[src/rtl/tmr_pkg.sv]
package tmr_pkg;
  localparam int BUS_W = 32;
  localparam int WIN   = 20;

  localparam int CB_EN   = 0;
  localparam int CB_MODE = 1;
  localparam int CB_MASK = 3;
  localparam int CB_REQ  = 5;
  localparam int CB_LOCK = 6;

  localparam logic [1:0] MODE_REPEAT = 2'd1;

  typedef enum logic [2:0] {
    REG_START = 3'd0,
    REG_LATCH = 3'd1,
    REG_CTRL  = 3'd2,
    REG_ACK   = 3'd3,
    REG_STAT  = 3'd4,
    REG_NONE  = 3'd7
  } reg_kind_e;
endpackage

[src/rtl/tmr_addr_dec.sv]
module tmr_addr_dec
  import tmr_pkg::*;
#(
  parameter int NUM_CH = 3,
  parameter int ADDR_W = 8
) (
  input  logic [ADDR_W-1:0] addr,
  output logic [NUM_CH-1:0] ch_sel,
  output reg_kind_e         kind
);
  logic [31:0] a_ext;
  logic [31:0] off;

  assign a_ext = 32'(addr);

  always_comb begin
    ch_sel = '0;
    off    = '0;
    for (int c = 0; c < NUM_CH; c++) begin
      if (a_ext >= 32'(c * WIN) && a_ext < 32'((c + 1) * WIN)) begin
        ch_sel[c] = 1'b1;
        off       = a_ext - 32'(c * WIN);
      end
    end
  end

  always_comb begin
    kind = REG_NONE;
    if (|ch_sel) begin
      case (off)
        32'h00:  kind = REG_START;
        32'h04:  kind = REG_LATCH;
        32'h08:  kind = REG_CTRL;
        32'h0C:  kind = REG_ACK;
        32'h10:  kind = REG_STAT;
        default: kind = REG_NONE;
      endcase
    end
  end
endmodule

[src/rtl/tmr_channel.sv]
module tmr_channel
  import tmr_pkg::*;
#(
  parameter int CNT_W = 32
) (
  input  logic             clk,
  input  logic             rst_n,
  input  logic             wr_start,
  input  logic             wr_ctrl,
  input  logic             wr_ack,
  input  logic [BUS_W-1:0] wdata,
  output logic [CNT_W-1:0] start_o,
  output logic [CNT_W-1:0] latch_o,
  output logic [BUS_W-1:0] ctrl_o,
  output logic             stat_o,
  output logic             irq_o
);
  logic [CNT_W-1:0] start_q, cnt_q, latch_q;
  logic             en_q, mask_q, req_q, lock_q, stat_q, done_q;
  logic [1:0]       mode_q;
  logic             kick, running, expire, capture;

  assign kick    = wr_ctrl && wdata[CB_EN] && !en_q;
  assign running = en_q && !done_q;
  assign expire  = running && (cnt_q == '0);
  assign capture = req_q && en_q && !wr_ctrl;

  always_ff @(posedge clk) begin
    if (!rst_n) begin
      start_q <= '0;
      en_q    <= 1'b0;
      mode_q  <= '0;
      mask_q  <= 1'b0;
      req_q   <= 1'b0;
      lock_q  <= 1'b0;
      latch_q <= '0;
    end else begin
      if (wr_start) start_q <= wdata[CNT_W-1:0];
      if (wr_ctrl) begin
        en_q   <= wdata[CB_EN];
        mode_q <= wdata[CB_MODE+1:CB_MODE];
        mask_q <= wdata[CB_MASK];
        req_q  <= wdata[CB_REQ];
        if (wdata[CB_REQ] || !wdata[CB_EN]) lock_q <= 1'b0;
      end else if (capture) begin
        latch_q <= cnt_q;
        lock_q  <= 1'b1;
        req_q   <= 1'b0;
      end
    end
  end

  always_ff @(posedge clk) begin
    if (!rst_n) begin
      cnt_q  <= '0;
      done_q <= 1'b0;
    end else if (kick) begin
      cnt_q  <= start_q;
      done_q <= 1'b0;
    end else if (expire) begin
      if (mode_q == MODE_REPEAT) cnt_q <= start_q;
      else                       done_q <= 1'b1;
    end else if (running) begin
      cnt_q <= cnt_q - 1'b1;
    end
  end

  always_ff @(posedge clk) begin
    if (!rst_n)                   stat_q <= 1'b0;
    else if (expire)              stat_q <= 1'b1;
    else if (wr_ack && wdata[0])  stat_q <= 1'b0;
  end

  always_comb begin
    ctrl_o                          = '0;
    ctrl_o[CB_EN]                   = en_q;
    ctrl_o[CB_MODE+1:CB_MODE]       = mode_q;
    ctrl_o[CB_MASK]                 = mask_q;
    ctrl_o[CB_REQ]                  = req_q;
    ctrl_o[CB_LOCK]                 = lock_q;
  end

  assign start_o = start_q;
  assign latch_o = latch_q;
  assign stat_o  = stat_q;
  assign irq_o   = stat_q && !mask_q;

  // status is sticky until acknowledged
  a_r5_stat_sticky: assert property (@(posedge clk) disable iff (!rst_n)
    stat_q && !wr_ack |=> stat_q);

  // a pending request on a running channel completes in one clock
  a_r7_lock_next: assert property (@(posedge clk) disable iff (!rst_n)
    capture |=> lock_q && !req_q);

  // latched copy only moves on a capture
  a_r8_latch_stale: assert property (@(posedge clk) disable iff (!rst_n)
    !capture |=> $stable(latch_q));

  // a finished single-run channel holds its count
  a_r3_oneshot_halt: assert property (@(posedge clk) disable iff (!rst_n)
    done_q && !wr_ctrl |=> $stable(cnt_q));

  // disabled channel never shows a valid copy
  a_r9_no_lock_idle: assert property (@(posedge clk) disable iff (!rst_n)
    !en_q && !wr_ctrl |=> !lock_q);

  // repeating expiry reloads the start value
  a_r4_reload: assert property (@(posedge clk) disable iff (!rst_n)
    expire && mode_q == MODE_REPEAT && !wr_ctrl |=> cnt_q == $past(start_q));
endmodule

[src/rtl/tmr_bank.sv]
module tmr_bank
  import tmr_pkg::*;
#(
  parameter int NUM_CH = 3,
  parameter int CNT_W  = 32,
  parameter int ADDR_W = 8
) (
  input  logic              clk,
  input  logic              rst_n,
  input  logic [ADDR_W-1:0] bus_addr,
  input  logic              bus_we,
  input  logic [BUS_W-1:0]  bus_wdata,
  output logic [BUS_W-1:0]  bus_rdata,
  output logic [NUM_CH-1:0] irq
);
  logic [NUM_CH-1:0] ch_sel;
  reg_kind_e         kind;
  logic [CNT_W-1:0]  start_v [NUM_CH];
  logic [CNT_W-1:0]  latch_v [NUM_CH];
  logic [BUS_W-1:0]  ctrl_v  [NUM_CH];
  logic [NUM_CH-1:0] stat_v;

  tmr_addr_dec #(.NUM_CH(NUM_CH), .ADDR_W(ADDR_W)) u_dec (
    .addr   (bus_addr),
    .ch_sel (ch_sel),
    .kind   (kind)
  );

  for (genvar c = 0; c < NUM_CH; c++) begin : g_ch
    tmr_channel #(.CNT_W(CNT_W)) u_ch (
      .clk      (clk),
      .rst_n    (rst_n),
      .wr_start (bus_we && ch_sel[c] && kind == REG_START),
      .wr_ctrl  (bus_we && ch_sel[c] && kind == REG_CTRL),
      .wr_ack   (bus_we && ch_sel[c] && kind == REG_ACK),
      .wdata    (bus_wdata),
      .start_o  (start_v[c]),
      .latch_o  (latch_v[c]),
      .ctrl_o   (ctrl_v[c]),
      .stat_o   (stat_v[c]),
      .irq_o    (irq[c])
    );
  end

  always_comb begin
    bus_rdata = '0;
    for (int c = 0; c < NUM_CH; c++) begin
      if (ch_sel[c]) begin
        case (kind)
          REG_START: bus_rdata = BUS_W'(start_v[c]);
          REG_LATCH: bus_rdata = BUS_W'(latch_v[c]);
          REG_CTRL:  bus_rdata = ctrl_v[c];
          REG_STAT:  bus_rdata = BUS_W'(stat_v[c]);
          default:   bus_rdata = '0;
        endcase
      end
    end
  end

  // no interrupt line is active straight out of reset
  a_r1_irq_reset: assert property (@(posedge clk)
    !rst_n |=> irq == '0);

  // decoder selects at most one channel
  a_r11_one_window: assert property (@(posedge clk) disable iff (!rst_n)
    $onehot0(ch_sel));
endmodule

[config.mk]
export PLATFORM = sky130hd
export DESIGN_NAME = tmr_bank
export DESIGN_NICKNAME = d
export VERILOG_FILES = /design/src/rtl/tmr_pkg.sv /design/src/rtl/tmr_addr_dec.sv /design/src/rtl/tmr_channel.sv /design/src/rtl/tmr_bank.sv
export SDC_FILE = /design/constraint.sdc
export NUM_CORES = 1
export LEC_CHECK = 0
export BUFFER_PORTS_ARGS = -buffer_cell sky130_fd_sc_hd__buf_4
export CAP_MARGIN = 10
export CORE_UTILIZATION = 30
export CTS_CLUSTER_DIAMETER = 120
export CTS_CLUSTER_SIZE = 8
export DETAILED_ROUTE_END_ITERATION = 8
export MAX_ROUTING_LAYER = met4
export PLACE_DENSITY = 0.46
export SLEW_MARGIN = 0
export SYNTH_ARGS = -nofsm -noshare
export SYNTH_HDL_FRONTEND = slang
export SYNTH_HIERARCHICAL = 1
export SYNTH_SLANG_ARGS = --single-unit
[constraint.sdc]
create_clock -name clk -period 5.5 [get_ports clk]
set_input_delay 0.275 -clock clk [delete_from_list [all_inputs] [get_ports clk]]
set_output_delay 0.275 -clock clk [all_outputs]
set_load 0.1 [all_outputs]
Word level (Yosys, flattened, before mapping)
Index checks and enable logic that the tools add are counted.
- bitwise operators: 7
- reduce and logical (&&, ||, !) cells: 83
- order comparisons: 6
- multiplexer cells: 45
- shifts and indexed selects: 0
- div/mod/pow operators: 0
- multipliers: 0
- eq/ne operators: 17
- add/sub/neg operators: 5
- operator list (kind ; count):
    2-to-1 mux 32 bit ; 17
    case mux 32 bit (4 select lines) ; 3
    zero test 32 bit ; 4
    subtractor 32 x 1 -> 32 bit (second input constant) ; 3
    equality test 32 x 4 -> 1 bit (second input constant) ; 2
    logical AND 1 bit ; 39
    equality test 32 x 3 -> 1 bit (second input constant) ; 1
    equality test 32 x 5 -> 1 bit (second input constant) ; 1
    AND reduction 2 bit ; 12
    2-to-1 mux 1 bit ; 22
    less-than comparator 8 x 6 -> 1 bit (second input constant) ; 2
    case mux 3 bit (5 select lines) ; 1
    zero test 1 bit ; 13
    nonzero test 2 bit ; 6
    inequality test 3 x 2 -> 1 bit (second input constant) ; 3
    nonzero test 3 bit ; 3
    subtractor 8 x 5 -> 9 bit (second input constant) ; 1
    subtractor 8 x 6 -> 9 bit (second input constant) ; 1
    >= comparator 8 x 1 -> 1 bit (second input constant) ; 1
    >= comparator 8 x 5 -> 1 bit (second input constant) ; 1
    >= comparator 8 x 6 -> 1 bit (second input constant) ; 1
    less-than comparator 8 x 5 -> 1 bit (second input constant) ; 1
    2-to-1 mux 8 bit ; 1
    inverter 1 bit ; 7
    other kinds (10) ; 17
- logic and storage cells: 193
- memories kept: 0
- output and inout bits: 35
- ROM bits: 0
- bits in writable memories: 0
- register bits after elaboration: 312
- latch bits: 0
- input bits: 43

Longest topological paths before layout
- depth after elaboration: 14
- mapped depth: 20
- depth with buffers taken out: 16

Hierarchy
The synthesis kept the hierarchy.
- by module, submodules not included (module ; instances ; cells each ; area each (um^2) ; seq. area each (um^2)):
    tmr_channel ; 3 ; 596 ; 5152.4 ; 2082.0
    tmr_bank ; 1 ; 402 ; 2762.6 ; 0.0
    tmr_addr_dec ; 1 ; 57 ; 471.7 ; 0.0

Worst setup path before layout
No wires, ideal clock.
- path kind: in2out
- start: input bus_addr[3]
- end: output bus_rdata[29]
- setup slack: 1.283 ns
- data required time: 5.225 ns
- stages: 13
- arrival time: 3.942 ns
- path buffers: 2
- cells stage by stage: inv_1 ha_1 a21oi_4 nand4b_1 a31oi_1 a21oi_2 nand4bb_4 a21o_1 buf_4 nor2_1 clkbuf_1 a221oi_1 a21oi_1
- cells in the longest elaborated chain, start to end: 13
- elaborated cells on any way between the ends: 35
- those cells by class: 2 x add/sub; 6 x order compare; 7 x eq/ne; 14 x mux; 6 x reduce/logical
- ends and longest elaborated chain (element ; RTL line ; text):
    from (decl) ; tmr_bank.sv:10 ; input logic [ADDR_W-1:0] bus_addr,
    >= comparator 8 x 1 -> 1 bit or less-than comparator 8 x 5 -> 1 bit (tied branches) ; tmr_addr_dec.sv:20 ; if (a_ext >= 32'(c * WIN) && a_ext < 32'((c + 1) * WIN)) begin
    logical AND 1 bit ; tmr_addr_dec.sv:20 ;
    2-to-1 mux 8 bit ; tmr_addr_dec.sv:20 ;
    2-to-1 mux 32 bit (2 in series) ; tmr_addr_dec.sv:20 ;
    equality test 32 x 5 -> 1 bit (tied with other cells) ; tmr_addr_dec.sv:30 ; case (off)
    case mux 3 bit (5 select lines) ; tmr_addr_dec.sv:30 ;
    2-to-1 mux 3 bit (*) ; tmr_addr_dec.sv:29 ; if (|ch_sel) begin
    net kind[1] ; tmr_bank.sv:17 ; reg_kind_e kind;
    equality test 3 bit (tied with other cells) ; tmr_bank.sv:49 ; case (kind)
    case mux 32 bit (4 select lines) ; tmr_bank.sv:49 ;
    2-to-1 mux 32 bit (2 in series) ; tmr_bank.sv:48 ; if (ch_sel[c]) begin
    2-to-1 mux 32 bit (*) ; tmr_bank.sv:48 ;
    to (decl) ; tmr_bank.sv:13 ; output logic [BUS_W-1:0] bus_rdata,
The timed path passes the listed nets; every way through them passes the cells marked *.

Worst setup path after layout
- start: input bus_addr[3]
- end: output bus_rdata[20]
Same word-level chain as after synthesis.

==> out/metrics.cfg <==
[status]
status=completed

[worst_setup_path]
critPathMaxStageDelay_ns=0.61
crit_type=in2out
worstPathRequired_ns=5.22
worstPathCellList=buf_4, inv_1, ha_1, a21oi_4, nand4b_1, nand3_1, o221ai_1, nand4bb_4, a21o_2, and2b_1, buf_4, and2_1, o21ai_0, a21oi_1, buf_4
r2r_setup_slack_ns=2.06
crit_fanout=31
crit_slowest_cell=o21ai_0
critPathArrivalTime_ns=4.37
timing.rr.end=g_ch[1].u_ch/cnt_q[18]
end_kind=output port
r2r_cells=8
rr_startpoint=g_ch[1].u_ch/cnt_q[0]
start_kind=primary input
crit_path_frequent_cell=buf_4

[min_path]
hold_end=g_ch[1].u_ch/start_o[10]
hold_class=in2reg
worstHoldStart=bus_wdata[10]
hold_depth=3

[clocking]
htree_levels=2
cts_resized=0
ctsHoldBuffers=4
clk_latency_ns=0.57
clock_sinks=312
clk_path_buf_depth=3
path_clk_slew_ns=0.05
ctsRootBufferMaster=clkbuf_16
cts_tree=yes
cts_buffers=44
post-cts-setup-buffers=0

[die]
die_y_um=252
die_x_um=252
start_util_pct=30.3
dieArea_um2=63300
core_area_um2=61600
num_rows=91
ios=78

[layout]
final_area_um2=20600
utilization_pct=33.4
fillers=6419
register_area_um2=6250
drive_gt1_share_pct=13.1
fin_cells=3058
syn_to_final_growth_pct=10.1
diodes=0
final_net_count=2274
multi_input_area_um2=11100

[yosys]
synth_edf_count=0
ys_warn_count=6
postSynthAreaPerCell_um2=8.32
yosysUniqueCellTypes=86
synth_area_um2=18700
synth_ff_type=dfxtp_1
synth_top_area_share_pct=33.4
yosys_register_bits=312
yosys.area.top_type=dfxtp_1
synth_cells=2247
ys_seq_area_share_pct=33.4
ys_async_sr_fraction_pct=0
synth_area_leaders=dfxtp_1 (33%), mux2i_1 (9.4%), nand2_1 (7.1%)

[detailed_routing]
wl_per_cell_um=22.0
drc=0
drt-total-wl_um=67200
antenna_left=0
vias=16300
avgViaCountPerCell=5.34
first_pass_iters=5
drtIter0Drc=1363

[placed_design]
io_buffer_count=77
hpwl_um=48900
placed_cell_area_um2=19400
place_congestion=0.894
dp.cells=3008

[global_routing]
grt_util_all_layers_pct=21.6
grt_pass1_wl_um=102000
grt_max_degree=132
gr-total-overflow=0
antenna_found_initial=3
grt_pass1_vias=15500

[sta]
worst_pin_slew_ns=1.15
period_needed_ns=4.65
fin_skew_ns=0.0214
drv_slew=0
fmax_mhz=215
rsz0062_at_grt=false
setup_viol=0
hold_viol=0
period_share_pct=84.5
relSlewSlack_pct=22.9
finalSetupTns_ns=0

[flow_run]
max_cap_viol_count=0

[power_and_ir_drop]
powerDensity_nw_per_um2=240
peakVddDrop_uv=183
p_leak_uw=0.00782

-- where the power goes --
group	switching [uW]	internal, uW	leakage, uW
clock network	1030	1400	0.000554
logic	143	89.6	0.00475
registers	0.0406	2260	0.00251
total	1170	3760	0.00782
-- registers in the layout, indices dropped and copies added, names as in the netlist --
register           cells
g_ch.u_ch/cnt_q       96
g_ch.u_ch/mode_q       6
g_ch.u_ch/start_o     96
g_ch.u_ch/lock_q       3
g_ch.u_ch/done_q       3
g_ch.u_ch/mask_q       3
g_ch.u_ch/stat_o       3
g_ch.u_ch/latch_o     96
g_ch.u_ch/en_q         3
g_ch.u_ch/req_q        3
-- worst max path at each step --
stage / from / end / cells after the start
2_1_floorplan: bus_addr[3] / bus_rdata[29] / 13
3_3_place_gp: bus_addr[3] / g_ch[0].u_ch/cnt_q[17] / 18
3_5_place_dp: bus_addr[3] / g_ch[0].u_ch/cnt_q[7] / 18
4_1_cts: bus_addr[3] / bus_rdata[1] / 16
5_1_grt: bus_addr[3] / bus_rdata[20] / 15
6_report: bus_addr[3] / bus_rdata[20] / 15
-- critical path, delay by kind of cell --
family	cells	cell delay [ns]
AO/OA/AOI/OAI	5	1.70
AND/OR/NAND/NOR	5	1.34
buffers and inverters	4	0.78
adder cells (fa/ha/maj)	1	0.25
-- cell type report --
cell class	instances	share of cell area, %
Timing Repair Buffer	122	4.65
Clock buffer	44	5.35
Sequential cell	312	30.4
Clock inverter	2	0.122
Tap cell	837	5.09
Inverter	31	0.566
Multi-Input combinational cell	1710	53.9
-- synthesized netlist by cell type (all sizes together) (21+ instances only) --
master and n:
nand2 356, dfxtp 312, mux2i 176, buf 168
a21oi 154, nor2b 124, a21boi 102, clkbuf 101
nor2 78, nor3 60, o22ai 57, o21ai 53
nor4 50, and2 35, a221oi 34, mux2 32
a31o 31, a32oi 31, inv 31, or3 30
nand3 24, or2 21
-- kinds of logic (layout without fill, tap and decap cells) --
family | after synthesis | in the layout | share of synthesized area, %
flip-flops | 312 | 312 | 33.4
AO/OA/AOI/OAI | 548 | 548 | 20.5
AND/OR/NAND/NOR | 863 | 863 | 24.8
adder cells (fa/ha/maj) | 10 | 10 | 0.669
buffers and inverters | 300 | 199 | 9.06
XOR/XNOR | 3 | 3 | 0.141
multiplexers | 208 | 208 | 11.4
other | 3 | 78 | 0.0602
-- placed cells by master, fill, tap and decap left out, types with 18 or more instances in the layout --
cell,n
nand2_1,356
dfxtp_1,312
mux2i_1,176
a21oi_1,152
nor2b_1,123
buf_4,115
a21boi_0,102
conb_1,78
nor2_1,68
o22ai_1,57
nor3_1,53
o21ai_0,44
clkbuf_16,44
nor4_1,41
and2_1,34
a32oi_1,31
mux2_2,31
a221oi_1,31
inv_1,30
a31o_1,28
or3_1,27
nand3_1,24
or2_2,18
-- metrics by stage --
step | setup WS (ns) | power, uW | hold WS [ns]
2_1_floorplan | 1.28 | 2480 | 0.438
3_3_place_gp | 0.938 | 2540 | 0.448
3_5_place_dp | 0.810 | 2540 | 0.453
4_1_cts | 0.940 | 4990 | 0.00182
5_1_grt | 0.652 | 5090 | 0.0247
6_report | 0.851 | 4930 | 0.0421
-- routing by layer --
| metal | up-vias | track usage, % | share of wire [%] |
|---|---|---|---|
| met5 | - | - | 0 |
| met4 | 0 | 5.23 | 1.9 |
| met3 | 79 | 2.41 | 4.8 |
| met2 | 439 | 32.9 | 45 |
| met1 | 8006 | 30.4 | 49 |
| li1 | 7808 | - | - |
Note: power is estimated with default switching activity, not from simulation.
